`config.mk`:
```
export PLATFORM = sky130hd
export DESIGN_NAME = insnDecoder
export DESIGN_NICKNAME = d
export VERILOG_FILES = /design/src/rtl/insnDecPkg.sv /design/src/rtl/insnDecCtrl.sv /design/src/rtl/insnOperandWords.sv /design/src/rtl/insnDecData.sv /design/src/rtl/insnDecoder.sv
export SDC_FILE = /design/constraint.sdc
export NUM_CORES = 1
export LEC_CHECK = 0
export ABC_AREA = 0
export BUFFER_PORTS_ARGS = -buffer_cell sky130_fd_sc_hd__clkbuf_2
export CAP_MARGIN = 25
export CORE_MARGIN = 4
export CORE_UTILIZATION = 36
export DETAILED_ROUTE_END_ITERATION = 16
export GPL_TIMING_DRIVEN = 0
export PLACE_DENSITY = 0.89
export SETUP_SLACK_MARGIN = 0.4
export SYNTH_ARGS = -nofsm -noshare
export SYNTH_HDL_FRONTEND = slang
export SYNTH_HIERARCHICAL = 1
export SYNTH_SLANG_ARGS = --single-unit
```
`constraint.sdc`:
```
create_clock -name vclk -period 1.7
set_input_delay 0.17 -clock vclk [all_inputs]
set_output_delay 0.17 -clock vclk [all_outputs]
set_load 0.1 [all_outputs]
```
`src/rtl/insnDecPkg.sv`:
```
package insnDecPkg;
  localparam int INSTR_W = 16;
  localparam int OPC_W   = 4;
  localparam int REG_W   = 4;
  localparam int MODE_W  = 2;
  localparam int COND_W  = 3;
  localparam int OFS_W   = 10;
  localparam int EXT_W   = 2;
  localparam int DISP_SIGN_W = INSTR_W - OFS_W - 1;

  typedef enum logic [1:0] {
    FMT_NONE   = 2'd0,
    FMT_DOUBLE = 2'd1,
    FMT_SINGLE = 2'd2,
    FMT_JUMP   = 2'd3
  } insnFmt_e;

  typedef struct packed {
    logic selDouble;
    logic selSingle;
    logic selJump;
  } decStrobes_t;

  localparam logic [REG_W-1:0]  REG_PC  = 4'd0;
  localparam logic [REG_W-1:0]  REG_CG2 = 4'd3;
  localparam logic [MODE_W-1:0] MODE_IDX = 2'd1;
  localparam logic [MODE_W-1:0] MODE_INC = 2'd3;
endpackage

```
`src/rtl/insnDecCtrl.sv`:
```
module insnDecCtrl
  import insnDecPkg::*;
(
  input  logic [INSTR_W-1:0] instr,
  output decStrobes_t        strobes,
  output insnFmt_e           fmt,
  output logic               illegal
);
  logic isJump, isDouble, isSingle;

  always_comb begin
    isJump   = (instr[15:13] == 3'b001);
    isDouble = (instr[15:14] != 2'b00);
    isSingle = (instr[15:10] == 6'b000100);

    strobes.selDouble = isDouble;
    strobes.selSingle = isSingle;
    strobes.selJump   = isJump;

    if (isDouble)      fmt = FMT_DOUBLE;
    else if (isJump)   fmt = FMT_JUMP;
    else if (isSingle) fmt = FMT_SINGLE;
    else               fmt = FMT_NONE;

    illegal = !(isDouble || isJump || isSingle);
  end
endmodule

```
`src/rtl/insnOperandWords.sv`:
```
module insnOperandWords
  import insnDecPkg::*;
#(
  parameter int RW = REG_W,
  parameter int MW = MODE_W
) (
  input  logic [RW-1:0] regNum,
  input  logic [MW-1:0] mode,
  output logic          needsWord
);
  always_comb begin
    unique case (mode)
      MODE_IDX: needsWord = (regNum != REG_CG2);
      MODE_INC: needsWord = (regNum == REG_PC);
      default:  needsWord = 1'b0;
    endcase
  end
endmodule

```
`src/rtl/insnDecData.sv`:
```
module insnDecData
  import insnDecPkg::*;
(
  input  logic [INSTR_W-1:0] instr,
  input  decStrobes_t        strobes,
  output logic [OPC_W-1:0]   opcode,
  output logic [REG_W-1:0]   srcReg,
  output logic [MODE_W-1:0]  srcMode,
  output logic [REG_W-1:0]   dstReg,
  output logic [MODE_W-1:0]  dstMode,
  output logic               byteOp,
  output logic [COND_W-1:0]  jumpCond,
  output logic [INSTR_W-1:0] jumpDisp,
  output logic               srcExt,
  output logic               dstExt,
  output logic [EXT_W-1:0]   extCount,
  output logic               dstExtSlot
);
  logic srcNeed, sglNeed;
  logic [OFS_W-1:0] ofs;

  assign ofs = instr[OFS_W-1:0];

  insnOperandWords #(.RW(REG_W), .MW(MODE_W)) i_srcWords (
    .regNum   (instr[11:8]),
    .mode     (instr[5:4]),
    .needsWord(srcNeed)
  );

  insnOperandWords #(.RW(REG_W), .MW(MODE_W)) i_sglWords (
    .regNum   (instr[3:0]),
    .mode     (instr[5:4]),
    .needsWord(sglNeed)
  );

  always_comb begin
    opcode   = '0;
    srcReg   = '0;
    srcMode  = '0;
    dstReg   = '0;
    dstMode  = '0;
    byteOp   = 1'b0;
    jumpCond = '0;
    jumpDisp = '0;
    srcExt   = 1'b0;
    dstExt   = 1'b0;
    if (strobes.selDouble) begin
      opcode  = instr[15:12];
      srcReg  = instr[11:8];
      dstMode = {1'b0, instr[7]};
      byteOp  = instr[6];
      srcMode = instr[5:4];
      dstReg  = instr[3:0];
      srcExt  = srcNeed;
      dstExt  = instr[7];
    end else if (strobes.selJump) begin
      jumpCond = instr[12:10];
      jumpDisp = {{DISP_SIGN_W{ofs[OFS_W-1]}}, ofs, 1'b0};
    end else if (strobes.selSingle) begin
      opcode  = {1'b0, instr[9:7]};
      byteOp  = instr[6];
      dstMode = instr[5:4];
      dstReg  = instr[3:0];
      dstExt  = sglNeed;
    end
  end

  always_comb begin
    extCount   = {1'b0, srcExt} + {1'b0, dstExt};
    dstExtSlot = srcExt & dstExt;
  end
endmodule

```
`src/rtl/insnDecoder.sv`:
```
module insnDecoder
  import insnDecPkg::*;
(
  input  logic [15:0] instr,
  output logic [1:0]  fmt,
  output logic        illegal,
  output logic [3:0]  opcode,
  output logic [3:0]  srcReg,
  output logic [1:0]  srcMode,
  output logic [3:0]  dstReg,
  output logic [1:0]  dstMode,
  output logic        byteOp,
  output logic [2:0]  jumpCond,
  output logic [15:0] jumpDisp,
  output logic        srcExt,
  output logic        dstExt,
  output logic [1:0]  extCount,
  output logic        dstExtSlot
);
  decStrobes_t strobes;
  insnFmt_e    fmtTag;

  insnDecCtrl i_ctrl (
    .instr  (instr),
    .strobes(strobes),
    .fmt    (fmtTag),
    .illegal(illegal)
  );

  insnDecData i_data (
    .instr     (instr),
    .strobes   (strobes),
    .opcode    (opcode),
    .srcReg    (srcReg),
    .srcMode   (srcMode),
    .dstReg    (dstReg),
    .dstMode   (dstMode),
    .byteOp    (byteOp),
    .jumpCond  (jumpCond),
    .jumpDisp  (jumpDisp),
    .srcExt    (srcExt),
    .dstExt    (dstExt),
    .extCount  (extCount),
    .dstExtSlot(dstExtSlot)
  );

  assign fmt = fmtTag;
endmodule

```
==> run_summary.xml, run 1 <==
<?xml version="1.0" encoding="UTF-8"?>
<metrics>
  <group name="floorplan">
    <metric name="placementRows" unit="">13</metric>
    <metric name="die_height" unit="µm">46.1</metric>
    <metric name="start_util" unit="%">39.2</metric>
    <metric name="ioPinCount" unit="">60</metric>
    <metric name="floorplan.die.width" unit="µm">46.1</metric>
  </group>
  <group name="cts">
    <metric name="cts_hold_buffers" unit="">0</metric>
    <metric name="number_of_setup_buffers_added_after_cts" unit="">20</metric>
    <metric name="post_cts_resize_count" unit="">152</metric>
  </group>
  <group name="placement">
    <metric name="hpwl" unit="µm">1700</metric>
    <metric name="routabilityCongestion" unit="">0.730</metric>
    <metric name="port-buffer-count" unit="">59</metric>
    <metric name="pre_cts_slack" unit="ps">-465</metric>
  </group>
  <group name="yosys">
    <metric name="post_synth_main_area_contributors" unit="">sky130_fd_sc_hd__and2_1 (26%), sky130_fd_sc_hd__buf_4 (16%), sky130_fd_sc_hd__o21a_1 (7.2%)</metric>
    <metric name="synth-warning-count" unit="">6</metric>
    <metric name="avgSynthCellArea" unit="µm²">6.97</metric>
    <metric name="synth_nets" unit="">92</metric>
    <metric name="synthesis.area" unit="µm²">523</metric>
    <metric name="yosysUniqueCellTypes" unit="">25</metric>
    <metric name="yosys_top_cell_by_area" unit="">sky130_fd_sc_hd__and2_1</metric>
    <metric name="synth.yosys.seq_area_share" unit="%">0</metric>
    <metric name="most_used_standard_cell_by_instance_count_after_synthesis" unit="">sky130_fd_sc_hd__and2_1</metric>
    <metric name="most_instantiated_cells_after_synthesis" unit="">sky130_fd_sc_hd__and2_1 (22), sky130_fd_sc_hd__buf_4 (11), sky130_fd_sc_hd__nand2b_1 (5), sky130_fd_sc_hd__o21a_1 (5)</metric>
    <metric name="synth_top_cell_area_share" unit="%">26.3</metric>
    <metric name="synthCells" unit="">75</metric>
  </group>
  <group name="outcome">
    <metric name="flow.stopped_at" unit="">clock tree synthesis</metric>
    <metric name="flow.first_error" unit="">[ERROR DPL-0038] Utilization greater than 100%, impossible to legalize</metric>
    <metric name="run_status" unit="">did not finish</metric>
  </group>
</metrics>
[kinds of logic after synthesis]
| logic type | after synthesis | share of synthesized area, % |
|---|---|---|
| compound gates | 17 | 23.7 |
| other cells | 1 | 0.717 |
| buf+inv | 14 | 19.6 |
| simple gates | 42 | 53.6 |
| fa+ha+maj | 1 | 2.39 |
[stage by stage]
step / std cells / instance area (µm²) / utilization (%)
detailed placement: 149 / 1060 / 79.3
global placement: 149 / 1060 / 79.3
floorplan: 75 / 743 / -
==> inputs of run 2 (changes only) <==
CORE_AREA = 4 4 65 67   (was not set)
CORE_MARGIN = not set   (was 4)
CORE_UTILIZATION = not set   (was 36)
DIE_AREA = 0 0 69 71   (was not set)
PLACE_DENSITY = not set   (was 0.89)
PLACE_DENSITY_LB_ADDON = 0.15   (was not set)
SETUP_SLACK_MARGIN = not set   (was 0.4)
==> run 2 against run 1 <==
Effect of this change:
- the flow now finishes, with violations (negative setup slack)
- area after synthesis unchanged
- synthesized cell count unchanged
==> run_summary.xml, run 2 <==
<?xml version="1.0" encoding="UTF-8"?>
<metrics>
  <group name="yosys">
    <metric name="post_synth_main_area_contributors" unit="">sky130_fd_sc_hd__and2_1 (26%), sky130_fd_sc_hd__buf_4 (16%), sky130_fd_sc_hd__o21a_1 (7.2%)</metric>
    <metric name="yosysUniqueCellTypes" unit="">25</metric>
    <metric name="most_instantiated_cells_after_synthesis" unit="">sky130_fd_sc_hd__and2_1 (22), sky130_fd_sc_hd__buf_4 (11), sky130_fd_sc_hd__nand2b_1 (5), sky130_fd_sc_hd__o21a_1 (5)</metric>
    <metric name="synth_nets" unit="">92</metric>
    <metric name="synth.yosys.seq_area_share" unit="%">0</metric>
    <metric name="most_used_standard_cell_by_instance_count_after_synthesis" unit="">sky130_fd_sc_hd__and2_1</metric>
    <metric name="synth_top_cell_area_share" unit="%">26.3</metric>
    <metric name="synthCells" unit="">75</metric>
    <metric name="synth-warning-count" unit="">6</metric>
    <metric name="avgSynthCellArea" unit="µm²">6.97</metric>
    <metric name="yosys_top_cell_by_area" unit="">sky130_fd_sc_hd__and2_1</metric>
    <metric name="synthesis.area" unit="µm²">523</metric>
  </group>
  <group name="placement">
    <metric name="place_inst" unit="">182</metric>
    <metric name="pre_cts_slack" unit="ps">-479</metric>
    <metric name="routabilityCongestion" unit="">0.709</metric>
    <metric name="hpwl" unit="µm">1780</metric>
    <metric name="port-buffer-count" unit="">59</metric>
  </group>
  <group name="timing">
    <metric name="final_min_period_over_clock_period" unit="%">101</metric>
    <metric name="period_minus_slack" unit="ps">1710</metric>
    <metric name="rsz0062_at_grt" unit="">yes</metric>
    <metric name="setup_tns" unit="ps">-9.80</metric>
    <metric name="tightestPinTransition" unit="ps">548</metric>
    <metric name="final_number_of_setup_violating_endpoints" unit="">1</metric>
    <metric name="final-max-slew-violation-count" unit="">0</metric>
    <metric name="max_frequency" unit="GHz">0.585</metric>
    <metric name="final_hold_fails" unit="">0</metric>
    <metric name="timing.max_slew.rel_slack" unit="%">63.6</metric>
    <metric name="setup_ws_post_layout" unit="ps">-9.80</metric>
  </group>
  <group name="floorplan">
    <metric name="coreArea" unit="mm²">0.00363</metric>
    <metric name="start_util" unit="%">14.4</metric>
    <metric name="placementRows" unit="">22</metric>
    <metric name="die_area" unit="mm²">0.00490</metric>
    <metric name="ioPinCount" unit="">60</metric>
    <metric name="floorplan.die.width" unit="µm">69</metric>
    <metric name="die_height" unit="µm">71</metric>
  </group>
  <group name="power_and_ir_drop">
    <metric name="switching_share" unit="%">69.7</metric>
    <metric name="power.combinational.fraction" unit="%">100.0</metric>
    <metric name="p_int" unit="W">0.000176</metric>
    <metric name="p_clk_share" unit="%">0</metric>
    <metric name="power-per-cell-area" unit="mW/mm²">390</metric>
    <metric name="vdd_ir_max" unit="V">0.000180</metric>
    <metric name="power.total" unit="W">0.000581</metric>
    <metric name="net-switching-power" unit="W">0.000405</metric>
    <metric name="seqPwrFrac" unit="%">0</metric>
    <metric name="leakagePower" unit="nW">0.672</metric>
  </group>
  <group name="route">
    <metric name="post_drt_wl_per_cell" unit="µm">12.7</metric>
    <metric name="vias_per_cell" unit="">4.02</metric>
    <metric name="dr.first_iter.drc_count" unit="">11</metric>
    <metric name="vias" unit="">744</metric>
    <metric name="wl" unit="µm">2350</metric>
    <metric name="ant_nets" unit="">0</metric>
    <metric name="dr.pass1.iters" unit="">2</metric>
    <metric name="drc_errors" unit="">0</metric>
  </group>
  <group name="critical_path">
    <metric name="start_kind" unit="">input port</metric>
    <metric name="critical_path_arrival" unit="ps">1540</metric>
    <metric name="cp_data_required_time" unit="ps">1530</metric>
    <metric name="path_class" unit="">input port to primary output</metric>
    <metric name="timing.critical_path.to_type" unit="">primary output</metric>
    <metric name="cp_max_fo" unit="">5</metric>
  </group>
  <group name="layout">
    <metric name="layout.cells.most_common" unit="">sky130_fd_sc_hd__clkbuf_2</metric>
    <metric name="instances_no_fill" unit="">185</metric>
    <metric name="clkbuf_count" unit="">0</metric>
    <metric name="final-seq-area" unit="µm²">0</metric>
    <metric name="syn2layout_area_growth" unit="%">185</metric>
    <metric name="postLayoutCoreUtil" unit="%">41.0</metric>
    <metric name="design.final.nets" unit="">156</metric>
    <metric name="layout-drive-gt1-share" unit="%">81.0</metric>
    <metric name="antenna_cells_inserted" unit="">0</metric>
    <metric name="numSequentialCells" unit="">0</metric>
    <metric name="final_cell_mix" unit="">sky130_fd_sc_hd__clkbuf_2 (26), sky130_fd_sc_hd__buf_12 (14), sky130_fd_sc_hd__buf_4 (13)</metric>
  </group>
  <group name="global_routing">
    <metric name="grt_pass1_wl" unit="µm">3770</metric>
    <metric name="grt_antenna_before_repair" unit="">0</metric>
    <metric name="grt.total_usage" unit="%">8.87</metric>
    <metric name="grt_overflow" unit="">0</metric>
    <metric name="number_of_global_route_vias_before_repair" unit="">781</metric>
    <metric name="largest_net_degree_at_the_start_of_global_routing" unit="">11</metric>
  </group>
  <group name="cts">
    <metric name="cts_hold_buffers" unit="">0</metric>
  </group>
  <group name="outcome">
    <metric name="violated_checks" unit="">negative setup slack</metric>
    <metric name="run_status" unit="">finished, violations left</metric>
  </group>
  <group name="run">
    <metric name="cap_viol_max_count" unit="">0</metric>
  </group>
  <group name="min_path">
    <metric name="timing.hold.worst.class" unit="">input port to primary output</metric>
  </group>
</metrics>
[run 2: per-stage QoR]
| stage | area [µm²] | hold slack, ps |
|---|---|---|
| floorplan | 644 | 539 |
| global placement | 1000 | 891 |
| detailed placement | 1000 | 900 |
| CTS | 1380 | 749 |
| global route | 1490 | 730 |
| finish | 1490 | 719 |
[run 2: cell type report]
class                      instances  area, µm²
buffer                            11       90.1
timing repair buffer              64        777
fill                             375       2140
inverter                           1       3.75
multi-input combinational         61        561
tap                               48       60.1
[run 2: kinds of logic after synthesis]
group / Yosys count / synth area share (%)
other: 1 / 0.717
adder cells (fa/ha/maj): 1 / 2.39
buffers and inverters: 14 / 19.6
AND/OR/NAND/NOR: 42 / 53.6
AO/OA/AOI/OAI: 17 / 23.7
[run 2: timing repair]
item,in CTS,in global routing
pin swaps,0,4
setup buffers,2,2
gates cloned,0,1
gates resized for setup,73,44
setup endpoints to repair,33,29
[run 2: path summary, 6_finish.rpt]
check                     start         to  slack [ps]  cells past startpoint
worst max-delay path  instr[13]  dstReg[2]         -10                      7
worst min-delay path   instr[6]     byteOp         720                      3
[run 2: power by group through the flow]
stage	Clock [W]	Sequential [W]	Combinational, W
floorplan	0	0	0.000417
global placement	0	0	0.000490
detailed placement	0	0	0.000493
CTS	0	0	0.000570
global route	0	0	0.000604
finish	0	0	0.000581
[run 2: critical path, cell delays in order]
cell and delay [ps]:
sky130_fd_sc_hd__buf_8 100, sky130_fd_sc_hd__or3_4 390, sky130_fd_sc_hd__nor2b_4 170, sky130_fd_sc_hd__nor2b_4 270
sky130_fd_sc_hd__buf_6 130, sky130_fd_sc_hd__o21a_4 120, sky130_fd_sc_hd__clkbuf_16 190
[run 2: per-layer routing]
metal | track usage (%) | routed length, µm
met4 | 0 | 0
met1 | 10.7 | 930
met2 | 15.8 | 1130
met5 | 0 | 0
met3 | 3.55 | 290
No activity file was read; power rests on OpenSTA's default activity.
==> inputs of run 3 (changes only) <==
clock period = 2 ns   (was 1.7 ns; I/O delays follow)
==> run 3 against run 2 <==
Effect of this change:
- sequential share of layout area is the same
- cell area shrank 32%
- core utilization shrank 13 points
- the flow now finishes without violations
- critical path type unchanged
- non-clock buffer count shrank 3
- critical path depth is the same
==> run_summary.xml, run 3 (synthesis results as in run 2) <==
<?xml version="1.0" encoding="UTF-8"?>
<metrics>
  <group name="critical_path">
    <metric name="critical_path_arrival" unit="ps">1690</metric>
    <metric name="cp_data_required_time" unit="ps">1800</metric>
    <metric name="critical_path.max_stage_delay" unit="ps">420</metric>
    <metric name="cp_max_fo" unit="">3</metric>
    <metric name="start_kind" unit="">input port</metric>
    <metric name="worstPathBufferInverterCount" unit="">3</metric>
    <metric name="timing.critical_path.to_type" unit="">primary output</metric>
    <metric name="slowest_stage" unit="">sky130_fd_sc_hd__buf_2</metric>
    <metric name="timing.critical_path.max_delay_family" unit="">simple AND/OR/NAND/NOR gates</metric>
    <metric name="crit_path_cell_trace" unit="">clkbuf_2, or3_4, nor2b_2, buf_4, nor3b_2, and2_2, buf_2</metric>
    <metric name="path_class" unit="">input port to primary output</metric>
  </group>
  <group name="min_path">
    <metric name="hold_path_startpoint" unit="">instr[6]</metric>
    <metric name="hold_depth" unit="">3</metric>
    <metric name="timing.hold.worst.class" unit="">input port to primary output</metric>
    <metric name="whs_endpoint" unit="">byteOp</metric>
  </group>
  <group name="route">
    <metric name="vias" unit="">717</metric>
    <metric name="wl" unit="µm">2110</metric>
    <metric name="dr.first_iter.drc_count" unit="">13</metric>
    <metric name="ant_nets" unit="">0</metric>
    <metric name="post_drt_wl_per_cell" unit="µm">11.6</metric>
    <metric name="vias_per_cell" unit="">3.94</metric>
    <metric name="dr.pass1.iters" unit="">4</metric>
    <metric name="drc_errors" unit="">0</metric>
  </group>
  <group name="outcome">
    <metric name="run_status" unit="">finished clean</metric>
  </group>
  <group name="layout">
    <metric name="numSequentialCells" unit="">0</metric>
    <metric name="layout.cells.most_common" unit="">sky130_fd_sc_hd__clkbuf_2</metric>
    <metric name="antenna_cells_inserted" unit="">0</metric>
    <metric name="final_cell_mix" unit="">sky130_fd_sc_hd__clkbuf_2 (33), sky130_fd_sc_hd__clkbuf_4 (21), sky130_fd_sc_hd__and2_1 (20)</metric>
    <metric name="layout-drive-gt1-share" unit="%">71.6</metric>
    <metric name="design.final.nets" unit="">153</metric>
    <metric name="clkbuf_count" unit="">0</metric>
    <metric name="syn2layout_area_growth" unit="%">93.5</metric>
    <metric name="final-seq-area" unit="µm²">0</metric>
  </group>
  <group name="power_and_ir_drop">
    <metric name="seqPwrFrac" unit="%">0</metric>
    <metric name="net-switching-power" unit="W">0.000330</metric>
    <metric name="power-per-cell-area" unit="mW/mm²">410</metric>
    <metric name="leakagePower" unit="nW">0.518</metric>
    <metric name="power.combinational.fraction" unit="%">100.0</metric>
    <metric name="p_int" unit="W">0.0000847</metric>
    <metric name="switching_share" unit="%">79.6</metric>
    <metric name="p_clk_share" unit="%">0</metric>
    <metric name="vdd_ir_max" unit="V">0.000157</metric>
  </group>
  <group name="global_routing">
    <metric name="grt_overflow" unit="">0</metric>
    <metric name="grt.total_usage" unit="%">8.34</metric>
    <metric name="number_of_global_route_vias_before_repair" unit="">684</metric>
    <metric name="largest_net_degree_at_the_start_of_global_routing" unit="">11</metric>
    <metric name="grt_pass1_wl" unit="µm">3510</metric>
    <metric name="grt_antenna_before_repair" unit="">0</metric>
  </group>
  <group name="floorplan">
    <metric name="floorplan.die.width" unit="µm">69</metric>
    <metric name="start_util" unit="%">14.4</metric>
    <metric name="die_height" unit="µm">71</metric>
    <metric name="placementRows" unit="">22</metric>
    <metric name="die_area" unit="mm²">0.00490</metric>
    <metric name="ioPinCount" unit="">60</metric>
    <metric name="coreArea" unit="mm²">0.00363</metric>
  </group>
  <group name="timing">
    <metric name="final-max-slew-violation-count" unit="">0</metric>
    <metric name="final_min_period_over_clock_period" unit="%">94.7</metric>
    <metric name="rsz0062_at_grt" unit="">no</metric>
    <metric name="timing.max_slew.rel_slack" unit="%">63.4</metric>
    <metric name="setup_ws_post_layout" unit="ps">107</metric>
    <metric name="final_hold_fails" unit="">0</metric>
    <metric name="max_frequency" unit="GHz">0.528</metric>
    <metric name="tightestPinTransition" unit="ps">552</metric>
    <metric name="setup_tns" unit="ps">0</metric>
    <metric name="worst_hold_slack" unit="ps">855</metric>
    <metric name="final_number_of_setup_violating_endpoints" unit="">0</metric>
    <metric name="period_minus_slack" unit="ps">1890</metric>
  </group>
  <group name="run">
    <metric name="cap_viol_max_count" unit="">0</metric>
  </group>
  <group name="placement">
    <metric name="pre_cts_slack" unit="ps">-219</metric>
    <metric name="hpwl" unit="µm">1790</metric>
    <metric name="port-buffer-count" unit="">59</metric>
    <metric name="routabilityCongestion" unit="">0.672</metric>
  </group>
  <group name="cts">
    <metric name="number_of_setup_buffers_added_after_cts" unit="">0</metric>
    <metric name="cts_hold_buffers" unit="">0</metric>
  </group>
</metrics>
run 3: cell count changes in the layout (fill, tap and decap cells not counted), sizes merged:
cell	previous run	this run
clkbuf	39	54
buf	36	18
run 3: power by group through the flow:
stage / sequential [W] / combinational (W) / clock (W)
final: 0 / 0.000415 / 0
after global placement: 0 / 0.000408 / 0
after floorplan: 0 / 0.000345 / 0
after global routing: 0 / 0.000433 / 0
after CTS: 0 / 0.000415 / 0
after detailed placement: 0 / 0.000409 / 0
run 3: area by class of cell:
| type | count | area (µm²) |
|---|---|---|
| fill | 413 | 2620 |
| multi-input combinational | 61 | 480 |
| timing repair buffer | 59 | 357 |
| buffer | 13 | 111 |
| tap | 48 | 60.1 |
| inverter | 1 | 3.75 |
run 3: worst max-delay path by stage:
stage / depth (start not counted) / startpoint / endpoint
CTS: 8 / instr[15] / extCount[0]
global route: 8 / instr[15] / jumpDisp[8]
finish: 7 / instr[14] / dstMode[1]
floorplan: 7 / instr[14] / extCount[1]
detailed placement: 7 / instr[11] / dstReg[2]
global placement: 7 / instr[11] / dstReg[2]
run 3: repair_timing:
| action | in CTS | in global routing |
|---|---|---|
| gates resized for setup | 9 | 38 |
| endpoints found under the setup margin | 11 | 20 |
| endpoints found under the hold margin | 0 | 0 |
run 3: stage by stage:
step | instances | power, W | area [µm²] | util, %
6_report | 182 | 0.000415 | 1010 | 27.9
2_1_floorplan | 75 | 0.000345 | 588 | -
5_1_grt | 182 | 0.000433 | 1010 | 27.9
4_1_cts | 182 | 0.000415 | 968 | 26.7
3_3_place_gp | 182 | 0.000408 | 943 | 26.0
3_5_place_dp | 182 | 0.000409 | 943 | 26.0
run 3: per-layer routing:
metal  vias up  GRT usage (%)  wire (µm)
li1        357              -          -
met1       314           11.4        936
met2        46           14.0        940
met3         0           2.13        230
met4         0              0          0
met5         -              0          0
==> inputs of run 4 (changes only) <==
BUFFER_PORTS_ARGS = not set   (was -buffer_cell sky130_fd_sc_hd__clkbuf_2)
DONT_BUFFER_PORTS = 1   (was not set)
TNS_END_PERCENT = 100   (was not set)
==> run 4 against run 3 <==
Effect of this change:
- the run now ends with negative setup slack left
- flip-flop and latch count unchanged
- combinational power fell by 8.7%
- count of clock-buffer cells in the layout unchanged
- largest power group unchanged
==> run_summary.xml, run 4 (synthesis results as in run 2) <==
<?xml version="1.0" encoding="UTF-8"?>
<metrics>
  <group name="layout">
    <metric name="numSequentialCells" unit="">0</metric>
    <metric name="design.final.nets" unit="">96</metric>
    <metric name="postLayoutCoreUtil" unit="%">21.2</metric>
    <metric name="final_cell_mix" unit="">sky130_fd_sc_hd__buf_4 (11), sky130_fd_sc_hd__and2_2 (11), sky130_fd_sc_hd__and2_1 (9)</metric>
    <metric name="clkbuf_count" unit="">0</metric>
    <metric name="fillCellCount" unit="">430</metric>
    <metric name="layout-drive-gt1-share" unit="%">64.9</metric>
    <metric name="antenna_cells_inserted" unit="">0</metric>
    <metric name="final-seq-area" unit="µm²">0</metric>
    <metric name="syn2layout_area_growth" unit="%">47.4</metric>
  </group>
  <group name="critical_path">
    <metric name="worstPathBufferInverterCount" unit="">1</metric>
    <metric name="critical_path_arrival" unit="ps">2300</metric>
    <metric name="timing.critical_path.max_delay_family" unit="">simple AND/OR/NAND/NOR gates</metric>
    <metric name="path_class" unit="">input port to primary output</metric>
    <metric name="worst_setup_path_startpoint" unit="">instr[14]</metric>
    <metric name="critical_path.max_stage_delay" unit="ps">600</metric>
    <metric name="worst_setup_path_endpoint" unit="">extCount[1]</metric>
    <metric name="start_kind" unit="">input port</metric>
    <metric name="timing.critical_path.to_type" unit="">primary output</metric>
    <metric name="cp_max_fo" unit="">3</metric>
    <metric name="cp_data_required_time" unit="ps">1800</metric>
    <metric name="slowest_stage" unit="">sky130_fd_sc_hd__o21ai_4</metric>
    <metric name="crit_path_cell_trace" unit="">or3_4, nor2b_4, nand2b_4, o21ai_4, ha_4, buf_12</metric>
    <metric name="crit_path_depth" unit="">6</metric>
  </group>
  <group name="power_and_ir_drop">
    <metric name="leakagePower" unit="nW">0.289</metric>
    <metric name="vdd_ir_max" unit="V">0.000145</metric>
    <metric name="power-per-cell-area" unit="mW/mm²">492</metric>
    <metric name="power.total" unit="W">0.000379</metric>
  </group>
  <group name="timing">
    <metric name="tightestPinTransition" unit="ps">1050</metric>
    <metric name="max_frequency" unit="GHz">0.399</metric>
    <metric name="timing.max_slew.rel_slack" unit="%">29.8</metric>
    <metric name="final_hold_fails" unit="">0</metric>
    <metric name="period_minus_slack" unit="ps">2500</metric>
    <metric name="setup_ws_post_layout" unit="ps">-505</metric>
    <metric name="final-max-slew-violation-count" unit="">0</metric>
    <metric name="setup_tns" unit="ps">-1020</metric>
    <metric name="final_min_period_over_clock_period" unit="%">125</metric>
    <metric name="rsz0062_at_grt" unit="">yes</metric>
    <metric name="final_number_of_setup_violating_endpoints" unit="">3</metric>
  </group>
  <group name="route">
    <metric name="ant_nets" unit="">0</metric>
    <metric name="vias_per_cell" unit="">4.25</metric>
    <metric name="drc_errors" unit="">0</metric>
    <metric name="vias" unit="">531</metric>
    <metric name="dr.first_iter.drc_count" unit="">3</metric>
    <metric name="dr.pass1.iters" unit="">2</metric>
    <metric name="wl" unit="µm">1930</metric>
    <metric name="post_drt_wl_per_cell" unit="µm">15.4</metric>
  </group>
  <group name="floorplan">
    <metric name="die_area" unit="mm²">0.00490</metric>
    <metric name="ioPinCount" unit="">60</metric>
    <metric name="placementRows" unit="">22</metric>
    <metric name="die_height" unit="µm">71</metric>
    <metric name="coreArea" unit="mm²">0.00363</metric>
    <metric name="start_util" unit="%">14.4</metric>
    <metric name="floorplan.die.width" unit="µm">69</metric>
  </group>
  <group name="global_routing">
    <metric name="number_of_global_route_vias_before_repair" unit="">555</metric>
    <metric name="grt_overflow" unit="">0</metric>
    <metric name="grt.total_usage" unit="%">7.22</metric>
    <metric name="largest_net_degree_at_the_start_of_global_routing" unit="">11</metric>
    <metric name="grt_antenna_before_repair" unit="">0</metric>
    <metric name="grt_pass1_wl" unit="µm">3010</metric>
  </group>
  <group name="placement">
    <metric name="port-buffer-count" unit="">0</metric>
    <metric name="hpwl" unit="µm">1640</metric>
    <metric name="routabilityCongestion" unit="">0.635</metric>
  </group>
  <group name="outcome">
    <metric name="run_status" unit="">finished, violations left</metric>
    <metric name="violated_checks" unit="">negative setup slack</metric>
  </group>
  <group name="min_path">
    <metric name="timing.hold.worst.class" unit="">input port to primary output</metric>
  </group>
  <group name="run">
    <metric name="cap_viol_max_count" unit="">0</metric>
  </group>
  <group name="cts">
    <metric name="cts_hold_buffers" unit="">0</metric>
  </group>
</metrics>
## run 4: cell count changes in the layout (fill, tap and decap cells not counted), moves of 3 or more
cell / before / now
sky130_fd_sc_hd__clkbuf_4: 21 / 0
sky130_fd_sc_hd__and2_1: 20 / 9
sky130_fd_sc_hd__buf_2: 4 / 1
sky130_fd_sc_hd__and2_2: 2 / 11
sky130_fd_sc_hd__o21a_4: 0 / 5
sky130_fd_sc_hd__o21a_2: 5 / 0
sky130_fd_sc_hd__clkbuf_2: 33 / 0
## run 4: metal layers
| metal | part of all wire [%] | track usage [%] | vias to the layer above |
|---|---|---|---|
| li1 | - | - | 243 |
| met1 | 40 | 8.86 | 244 |
| met2 | 46 | 12.7 | 44 |
| met3 | 15 | 2.84 | 0 |
| met4 | 0 | 0 | 0 |
| met5 | 0 | 0 | - |
## run 4: cell type report
class / instances / area, µm² / area share, %
plain buffers: 12 / 104 / 13.5
inverters: 1 / 3.75 / 0.487
multi-input cells: 61 / 561 / 72.7
well taps: 48 / 60.1 / 7.79
repair buffers: 3 / 42.5 / 5.52
## run 4: repair_timing
| action | CTS | global route |
|---|---|---|
| setup buffers | 2 | 0 |
| endpoints found under the setup margin | 25 | 6 |
| hold endpoints to repair | 0 | 0 |
| resized for setup | 22 | 4 |
| pin swaps | 5 | 2 |
## run 4: how the worst min path moves through the flow
stage,slack (ps),to,cells past startpoint,from
2_1_floorplan,680,byteOp,1,instr[6]
3_3_place_gp,680,dstReg[0],1,instr[0]
3_5_place_dp,680,dstReg[0],1,instr[0]
4_1_cts,600,byteOp,1,instr[6]
5_1_grt,600,byteOp,1,instr[6]
6_report,600,byteOp,1,instr[6]
## run 4: power breakdown
part / switching (W) / internal (W)
sequential: 0 / 0
clock: 0 / 0
combinational: 0.000308 / 0.0000709
## run 4: metrics by stage
stage          area [µm²]  instances  setup slack, ps  hold WS [ps]
6_report              771        125             -505           600
4_1_cts               763        126             -613           601
2_1_floorplan         588         75             -541           677
3_3_place_gp          648        123             -646           680
3_5_place_dp          676        124             -627           679
5_1_grt               771        125             -566           601
